## src/rtl/readout_seq_pkg.sv

```systemverilog
package readout_seq_pkg;
  typedef enum logic [1:0] {
    ST_IDLE = 2'd0,
    ST_FOT  = 2'd1,
    ST_ROT  = 2'd2,
    ST_READ = 2'd3
  } seq_state_e;
endpackage

```

## src/rtl/readout_seq_shadow.sv

```systemverilog
module readout_seq_shadow #(
  parameter int SCLK_DIV    = 4,
  parameter int NUM_KERNELS = 53,
  parameter int START_STEP  = 2,
  parameter int ROT_W       = 5,
  parameter int FOT_W       = 8,
  parameter int START_W     = 5,
  parameter int ROT_RST     = 7,
  parameter int FOT_RST     = 40,
  parameter int CNT_W       = 12,
  parameter int KIDX_W      = 6
) (
  input  logic               clk_i,
  input  logic               rst_ni,
  input  logic               seq_rst_ni,
  input  logic [ROT_W-1:0]   rot_cfg_i,
  input  logic [FOT_W-1:0]   fot_cfg_i,
  input  logic [START_W-1:0] start_cfg_i,
  output logic [CNT_W-1:0]   rot_len_o,
  output logic [CNT_W-1:0]   fot_len_o,
  output logic [KIDX_W-1:0]  start_kernel_o
);
  localparam int MAX_CODE = (NUM_KERNELS - 1) / START_STEP;
  localparam int ROT_OFS  = 2;
  localparam int FOT_MUL  = 4;
  localparam int FOT_OFS  = 2;

  logic [ROT_W-1:0]   rot_q;
  logic [FOT_W-1:0]   fot_q;
  logic [START_W-1:0] start_q;
  int unsigned        code_c;

  // shadows follow the inputs only while the sequencer is held in reset
  always_ff @(posedge clk_i or negedge rst_ni) begin
    if (!rst_ni) begin
      rot_q   <= ROT_W'(ROT_RST);
      fot_q   <= FOT_W'(FOT_RST);
      start_q <= '0;
    end else if (!seq_rst_ni) begin
      rot_q   <= rot_cfg_i;
      fot_q   <= fot_cfg_i;
      start_q <= start_cfg_i;
    end
  end

  always_comb begin
    code_c = (int'(start_q) > MAX_CODE) ? MAX_CODE : int'(start_q);
    start_kernel_o = KIDX_W'(code_c * START_STEP);
    rot_len_o = CNT_W'((int'(rot_q) + ROT_OFS) * SCLK_DIV);
    fot_len_o = CNT_W'((FOT_MUL * int'(fot_q) + FOT_OFS) * SCLK_DIV);
  end
endmodule

```

## src/rtl/readout_seq_trig.sv

```systemverilog
module readout_seq_trig (
  input  logic clk_i,
  input  logic rst_ni,
  input  logic seq_rst_ni,
  input  logic exposure_i,
  input  logic busy_i,
  input  logic clear_i,
  output logic rise_o,
  output logic pend_o
);
  logic exp_q;
  logic pend_q;

  always_ff @(posedge clk_i or negedge rst_ni) begin
    if (!rst_ni) begin
      exp_q  <= 1'b0;
      pend_q <= 1'b0;
    end else begin
      exp_q <= exposure_i;
      if (!seq_rst_ni) pend_q <= 1'b0;
      else             pend_q <= ~clear_i & ((busy_i & rise_o) | pend_q);
    end
  end

  assign rise_o = exposure_i & ~exp_q & seq_rst_ni;
  assign pend_o = pend_q;
endmodule

```

## src/rtl/readout_seq_tmr.sv

```systemverilog
module readout_seq_tmr #(
  parameter int CNT_W = 12
) (
  input  logic             clk_i,
  input  logic             rst_ni,
  input  logic             load_i,
  input  logic [CNT_W-1:0] len_i,
  output logic             done_o
);
  logic [CNT_W-1:0] cnt_q;

  always_ff @(posedge clk_i or negedge rst_ni) begin
    if (!rst_ni)              cnt_q <= '0;
    else if (load_i)          cnt_q <= len_i - 1'b1;
    else if (cnt_q != '0)     cnt_q <= cnt_q - 1'b1;
  end

  assign done_o = (cnt_q == '0);
endmodule

```

## src/rtl/readout_seq.sv

```systemverilog
module readout_seq
  import readout_seq_pkg::*;
#(
  parameter int NUM_ROWS     = 1710,
  parameter int NUM_KERNELS  = 53,
  parameter int SCLK_DIV     = 4,
  parameter int KERNEL_SCLKS = 1,
  parameter int START_STEP   = 2,
  parameter int ROT_W        = 5,
  parameter int FOT_W        = 8,
  parameter int START_W      = 5,
  parameter int ROT_RST      = 7,
  parameter int FOT_RST      = 40,
  localparam int ROW_W       = $clog2(NUM_ROWS),
  localparam int KIDX_W      = $clog2(NUM_KERNELS),
  localparam int FOT_MAX     = (4 * (2 ** FOT_W - 1) + 2) * SCLK_DIV,
  localparam int CNT_W       = $clog2(FOT_MAX + 1),
  localparam int KERNEL_CLKS = KERNEL_SCLKS * SCLK_DIV
) (
  input  logic               clk_i,
  input  logic               rst_ni,
  input  logic               seq_rst_ni,
  input  logic               exposure_i,
  input  logic [ROT_W-1:0]   rot_cfg_i,
  input  logic [FOT_W-1:0]   fot_cfg_i,
  input  logic [START_W-1:0] start_cfg_i,
  output logic               rot_o,
  output logic               fot_o,
  output logic [ROW_W-1:0]   row_o,
  output logic [KIDX_W-1:0]  kernel_o,
  output logic               valid_o
);
  seq_state_e        state_q, state_d;
  logic [ROW_W-1:0]  row_q, row_d;
  logic [KIDX_W-1:0] kern_q, kern_d;
  logic [CNT_W-1:0]  rot_len, fot_len, load_val;
  logic [KIDX_W-1:0] start_kernel;
  logic              load, done, rise, pend, clear, busy;
  logic              last_kern, last_row;

  readout_seq_shadow #(
    .SCLK_DIV(SCLK_DIV), .NUM_KERNELS(NUM_KERNELS), .START_STEP(START_STEP),
    .ROT_W(ROT_W), .FOT_W(FOT_W), .START_W(START_W), .ROT_RST(ROT_RST),
    .FOT_RST(FOT_RST), .CNT_W(CNT_W), .KIDX_W(KIDX_W)
  ) u_shadow (
    .clk_i, .rst_ni, .seq_rst_ni, .rot_cfg_i, .fot_cfg_i, .start_cfg_i,
    .rot_len_o(rot_len), .fot_len_o(fot_len), .start_kernel_o(start_kernel)
  );

  readout_seq_trig u_trig (
    .clk_i, .rst_ni, .seq_rst_ni, .exposure_i,
    .busy_i(busy), .clear_i(clear), .rise_o(rise), .pend_o(pend)
  );

  readout_seq_tmr #(.CNT_W(CNT_W)) u_tmr (
    .clk_i, .rst_ni, .load_i(load), .len_i(load_val), .done_o(done)
  );

  assign busy      = (state_q != ST_IDLE);
  assign last_kern = (kern_q == KIDX_W'(NUM_KERNELS - 1));
  assign last_row  = (row_q == ROW_W'(NUM_ROWS - 1));

  always_comb begin
    state_d  = state_q;
    row_d    = row_q;
    kern_d   = kern_q;
    load     = 1'b0;
    load_val = fot_len;
    clear    = 1'b0;
    if (!seq_rst_ni) begin
      state_d = ST_IDLE;
      row_d   = '0;
      kern_d  = '0;
    end else begin
      unique case (state_q)
        ST_IDLE: if (rise) begin
          state_d = ST_FOT;
          load    = 1'b1;
        end
        ST_FOT: if (done) begin
          state_d  = ST_ROT;
          row_d    = '0;
          load     = 1'b1;
          load_val = rot_len;
        end
        ST_ROT: if (done) begin
          state_d  = ST_READ;
          kern_d   = start_kernel;
          load     = 1'b1;
          load_val = CNT_W'(KERNEL_CLKS);
        end
        ST_READ: if (done) begin
          if (!last_kern) begin
            kern_d   = kern_q + 1'b1;
            load     = 1'b1;
            load_val = CNT_W'(KERNEL_CLKS);
          end else if (!last_row) begin
            state_d  = ST_ROT;
            row_d    = row_q + 1'b1;
            load     = 1'b1;
            load_val = rot_len;
          end else begin
            row_d  = '0;
            kern_d = '0;
            if (pend || rise) begin
              // queued exposure: next frame without an idle cycle
              state_d = ST_FOT;
              load    = 1'b1;
              clear   = 1'b1;
            end else begin
              state_d = ST_IDLE;
            end
          end
        end
        default: state_d = ST_IDLE;
      endcase
    end
  end

  always_ff @(posedge clk_i or negedge rst_ni) begin
    if (!rst_ni) begin
      state_q <= ST_IDLE;
      row_q   <= '0;
      kern_q  <= '0;
    end else begin
      state_q <= state_d;
      row_q   <= row_d;
      kern_q  <= kern_d;
    end
  end

  assign fot_o    = (state_q == ST_FOT);
  assign rot_o    = (state_q == ST_ROT);
  assign valid_o  = (state_q == ST_READ);
  assign row_o    = row_q;
  assign kernel_o = kern_q;
endmodule

```

## config.mk

```make
export PLATFORM = sky130hd
export DESIGN_NAME = readout_seq
export DESIGN_NICKNAME = d
export VERILOG_FILES = /design/src/rtl/readout_seq_pkg.sv /design/src/rtl/readout_seq_shadow.sv /design/src/rtl/readout_seq_trig.sv /design/src/rtl/readout_seq_tmr.sv /design/src/rtl/readout_seq.sv
export SDC_FILE = /design/constraint.sdc
export NUM_CORES = 1
export LEC_CHECK = 0
export BUFFER_PORTS_ARGS = -buffer_cell sky130_fd_sc_hd__buf_2
export CAP_MARGIN = 20
export CORE_UTILIZATION = 30
export DETAILED_ROUTE_END_ITERATION = 8
export HOLD_SLACK_MARGIN = 0.15
export SLEW_MARGIN = 15
export SYNTH_ARGS = -nofsm -noshare
export SYNTH_HDL_FRONTEND = slang
export SYNTH_SLANG_ARGS = --single-unit
```

## constraint.sdc

```tcl
create_clock -name clk_i -period 3.2 [get_ports clk_i]
set_input_delay 0.16 -clock clk_i [delete_from_list [all_inputs] [get_ports clk_i]]
set_output_delay 0.16 -clock clk_i [all_outputs]
set_load 0.05 [all_outputs]
```

==> flow_summary_export.csv <==
group,metric,value,unit
outcome,status,"finished clean",
logic_synthesis,ys_seq_elements,51,
logic_synthesis,synth_top_area_frac,0.3735,
logic_synthesis,synth_compound_area_frac,0.1571,
timing,final-setup-viol-count,0,
power_and_ir_drop,p_int,1402,uW
power_and_ir_drop,p_leak,0.001670,uW
timing,slew_viol_final,0,
floorplan,fp.dieArea,0.01068,mm^2
logic_synthesis,synth-async-reset-ratio,1.000,
logic_synthesis,syn-num-nets,356,
logic_synthesis,seq_area_frac_synth,0.4162,
finish,layout_common_cells,"dfrtp_1, buf_2, nor2_1",
logic_synthesis,synthSimpleGateAreaFrac,0.2249,
grt,use_met1,0.2145,
logic_synthesis,netlist_area,0.003082,mm^2
timing,skew,0.01701,ns
timing,timing.slew.headroom,0.5396,
power_and_ir_drop,finalPower,2301,uW
floorplan,die_y,103.4,um
power_and_ir_drop,combPwrFrac,0.398,
detailed_routing,drtIter0Drc,184,
power_and_ir_drop,p_clk_frac,0.212,
timing,worst_slack,0.2526,ns
detailed_routing,totalWireLength,7801,um
timing,worst_pin_slew,0.6906,ns
placement,dpl.hpwl,5675,um
placement,place_congestion,0.9262,
logic_synthesis,synth_xor_area_frac,0.04832,
cts,cts_max_level,2,
grt,overflow,0,
grt,met3_usage,0.02890,
floorplan,io_pins,42,
grt,grt_start_max_net_pins,35,
power_and_ir_drop,powerDensity,593.7,mW/mm^2
cts,cts_root_buffer,"clkbuf_8",
timing,max_clock_freq,339.3,MHz
grt,antenna_found_initial,0,
grt,grt_pass1_wl,12980,um
logic_synthesis,synth_top_area_cell,"dfrtp_1",
finish,antennaDiodeCount,0,
detailed_routing,drt.antenna.violating_nets,0,
setup_path,cp_max_fo,4,
logic_synthesis,ys_top_cells_by_area,"dfrtp_1, mux2_2, nor2_1",
floorplan,core_area,0.009864,mm^2
power_and_ir_drop,pwr-share-seq,0.389,
power_and_ir_drop,peakVddDrop,0.2492,mV
timing,hold_slack,0.2645,ns
timing,setup_tns,0,ns
finish,fillers,982,
setup_path,r2r_start,"state_q[0]",
worst_hold_path,hold_start,"seq_rst_ni",
setup_path,cp-startpoint,"state_q[0]",
worst_hold_path,hp-class,"in -> reg",
finish,layout-drive-gt1-share,0.2732,
detailed_routing,drt_first_pass_iters,4,
setup_path,startpoint_type,"register",
floorplan,rows,36,
logic_synthesis,syn_avg_cell_area,9.511,um^2
floorplan,start_util,0.3124,
logic_synthesis,muxShareOfSynthArea,0.08242,
timing,hold_violations,0,
placement,dp_slack,0.1345,ns
logic_synthesis,ys.flop_type,"dfrtp_1",
placement,portBuffers,41,
cts,numCtsBuffers,5,
logic_synthesis,synth_top_family_by_area,"simple AND/OR/NAND/NOR gates",
logic_synthesis,yosys.area_share.adder,0.04060,
logic_synthesis,synth_warnings,0,
finish,final_common_cell,"dfrtp_1",
grt,met2_usage,0.2450,
cts,cts_sinks,51,
setup_path,path_class,"reg -> reg",
timing,rsz0062_at_grt,"no",
setup_path,worst_ep_arrival_time,3.16,ns
flow_run,drv_cap,0,
cts,cts_tree,"yes",
timing,final.period_utilization,0.9211,
logic_synthesis,yosysUniqueCellTypes,59,
timing,post-route-min-period,2.947,ns
cts,path_clk_slew,0.10,ns
grt,first_global_vias,2671,
setup_path,end_kind,"register",
grt,grt_usage,0.1557,
cts,cts_buffer_depth,2,
cts,clk_latency,0.32,ns
setup_path,worstPathRequired,3.41,ns
detailed_routing,drc,0,
power_and_ir_drop,p_sw_frac,0.3908,
floorplan,die_w,103.4,um
detailed_routing,routedWlPerCell,14.66,um
grt,busiest_layer,"met2",
finish,area_growth,25.78,%
power_and_ir_drop,p_sw,899.3,uW
detailed_routing,vias_per_cell,5.071,
logic_synthesis,synth_edf_count,0,
detailed_routing,routed-via-count,2698,
logic_synthesis,syn-instance-count,324,
finish,nNetsFinal,430,
## cell usage after synthesis, types with 3 or more instances
master / number
mux2_2: 18
xnor2_1: 9
nand4_1: 6
a21oi_1: 20
xor2_1: 8
nand2_1: 24
o22ai_1: 3
nor2b_1: 5
nand3_1: 17
dfstp_2: 5
ha_1: 10
inv_1: 11
clkbuf_1: 6
nor3_1: 8
dfrtp_1: 46
o21ai_0: 20
buf_2: 3
and2_1: 4
and3_1: 6
o31ai_1: 6
o211ai_1: 3
a22oi_1: 4
nor2_1: 36
mux2i_1: 4
## critical path: stages (launching register included)
cell	delay, ns
dfrtp_1	0.39
inv_1	0.10
ha_1	0.31
nor2_1	0.08
nor2_2	0.18
o311ai_4	0.12
and2_1	0.20
nand2_1	0.08
ha_1	0.18
a21boi_2	0.21
o311ai_2	0.15
nor4_4	0.37
nand3_2	0.13
xnor2_1	0.14
a31o_1	0.21
## cell type report
| class | instances | area (um^2) | area share |
|---|---|---|---|
| Multi-Input combinational cell | 251 | 1728 | 0.4458 |
| Clock buffer | 6 | 82.58 | 0.02130 |
| Timing Repair Buffer | 78 | 533.0 | 0.1375 |
| Tap cell | 133 | 166.4 | 0.04293 |
| Inverter | 11 | 41.29 | 0.01065 |
| Clock inverter | 2 | 38.79 | 0.01001 |
| Sequential cell | 51 | 1286 | 0.3318 |
## power by group through the flow
stage	clock network [uW]	registers, uW	logic [uW]
after floorplan	0	918	600
after global placement	0	899	870
after detailed placement	0	900	872
after CTS	499	890	894
after global routing	521	912	1010
final	489	895	917
## path summary, 6_finish.rpt
path | slack, ns | endpoint | cells past startpoint
setup / recovery | 0.25 | u_tmr.cnt_q[8] | 14
hold / removal | 0.26 | kernel_o[4] | 3
setup reg to reg | 0.25 | u_tmr.cnt_q[8] | 14
hold reg to reg | 0.52 | u_shadow.fot_q[6] | 1
max in group asynchronous | 1.97 | u_shadow.rot_q[0] | 3
min in group asynchronous | 0.41 | u_shadow.fot_q[2] | 2
## state kept, by name (all words and copies together) (netlist names)
name / count
u_tmr.cnt_q: 12
state_q: 2
kernel_o: 6
u_trig.exp_q: 1
row_o: 11
u_shadow.fot_q: 8
u_shadow.rot_q: 5
u_trig.pend_o: 1
u_shadow.start_q: 5
## metal layers
metal,routed length (um),part of all wire
met5,0,0
met1,3748,0.48
met3,245,0.031
met4,144,0.018
met2,3664,0.47
## through the flow
step                      utilization  instance area, um^2  std cells
final                          0.3929                 3876        532
after detailed placement       0.3577                 3528        504
after floorplan                     -                 3082        324
after global placement         0.3577                 3528        504
after global routing           0.3929                 3876        532
after CTS                      0.3903                 3850        532
## what timing repair did
action,in CTS,in global routing
endpoints found under the setup margin,0,3
endpoints found under the hold margin,46,0
hold buffers,20,0
gates resized for setup,0,9
setup buffers,0,0
## cells by family after synthesis
logic type / after synthesis
buffers and inverters: 22
XOR/XNOR: 17
AO/OA/AOI/OAI: 74
AND/OR/NAND/NOR: 127
multiplexers: 23
adder cells (fa/ha/maj): 10
flip-flops: 51
Note: power is estimated with default switching activity, not from simulation.
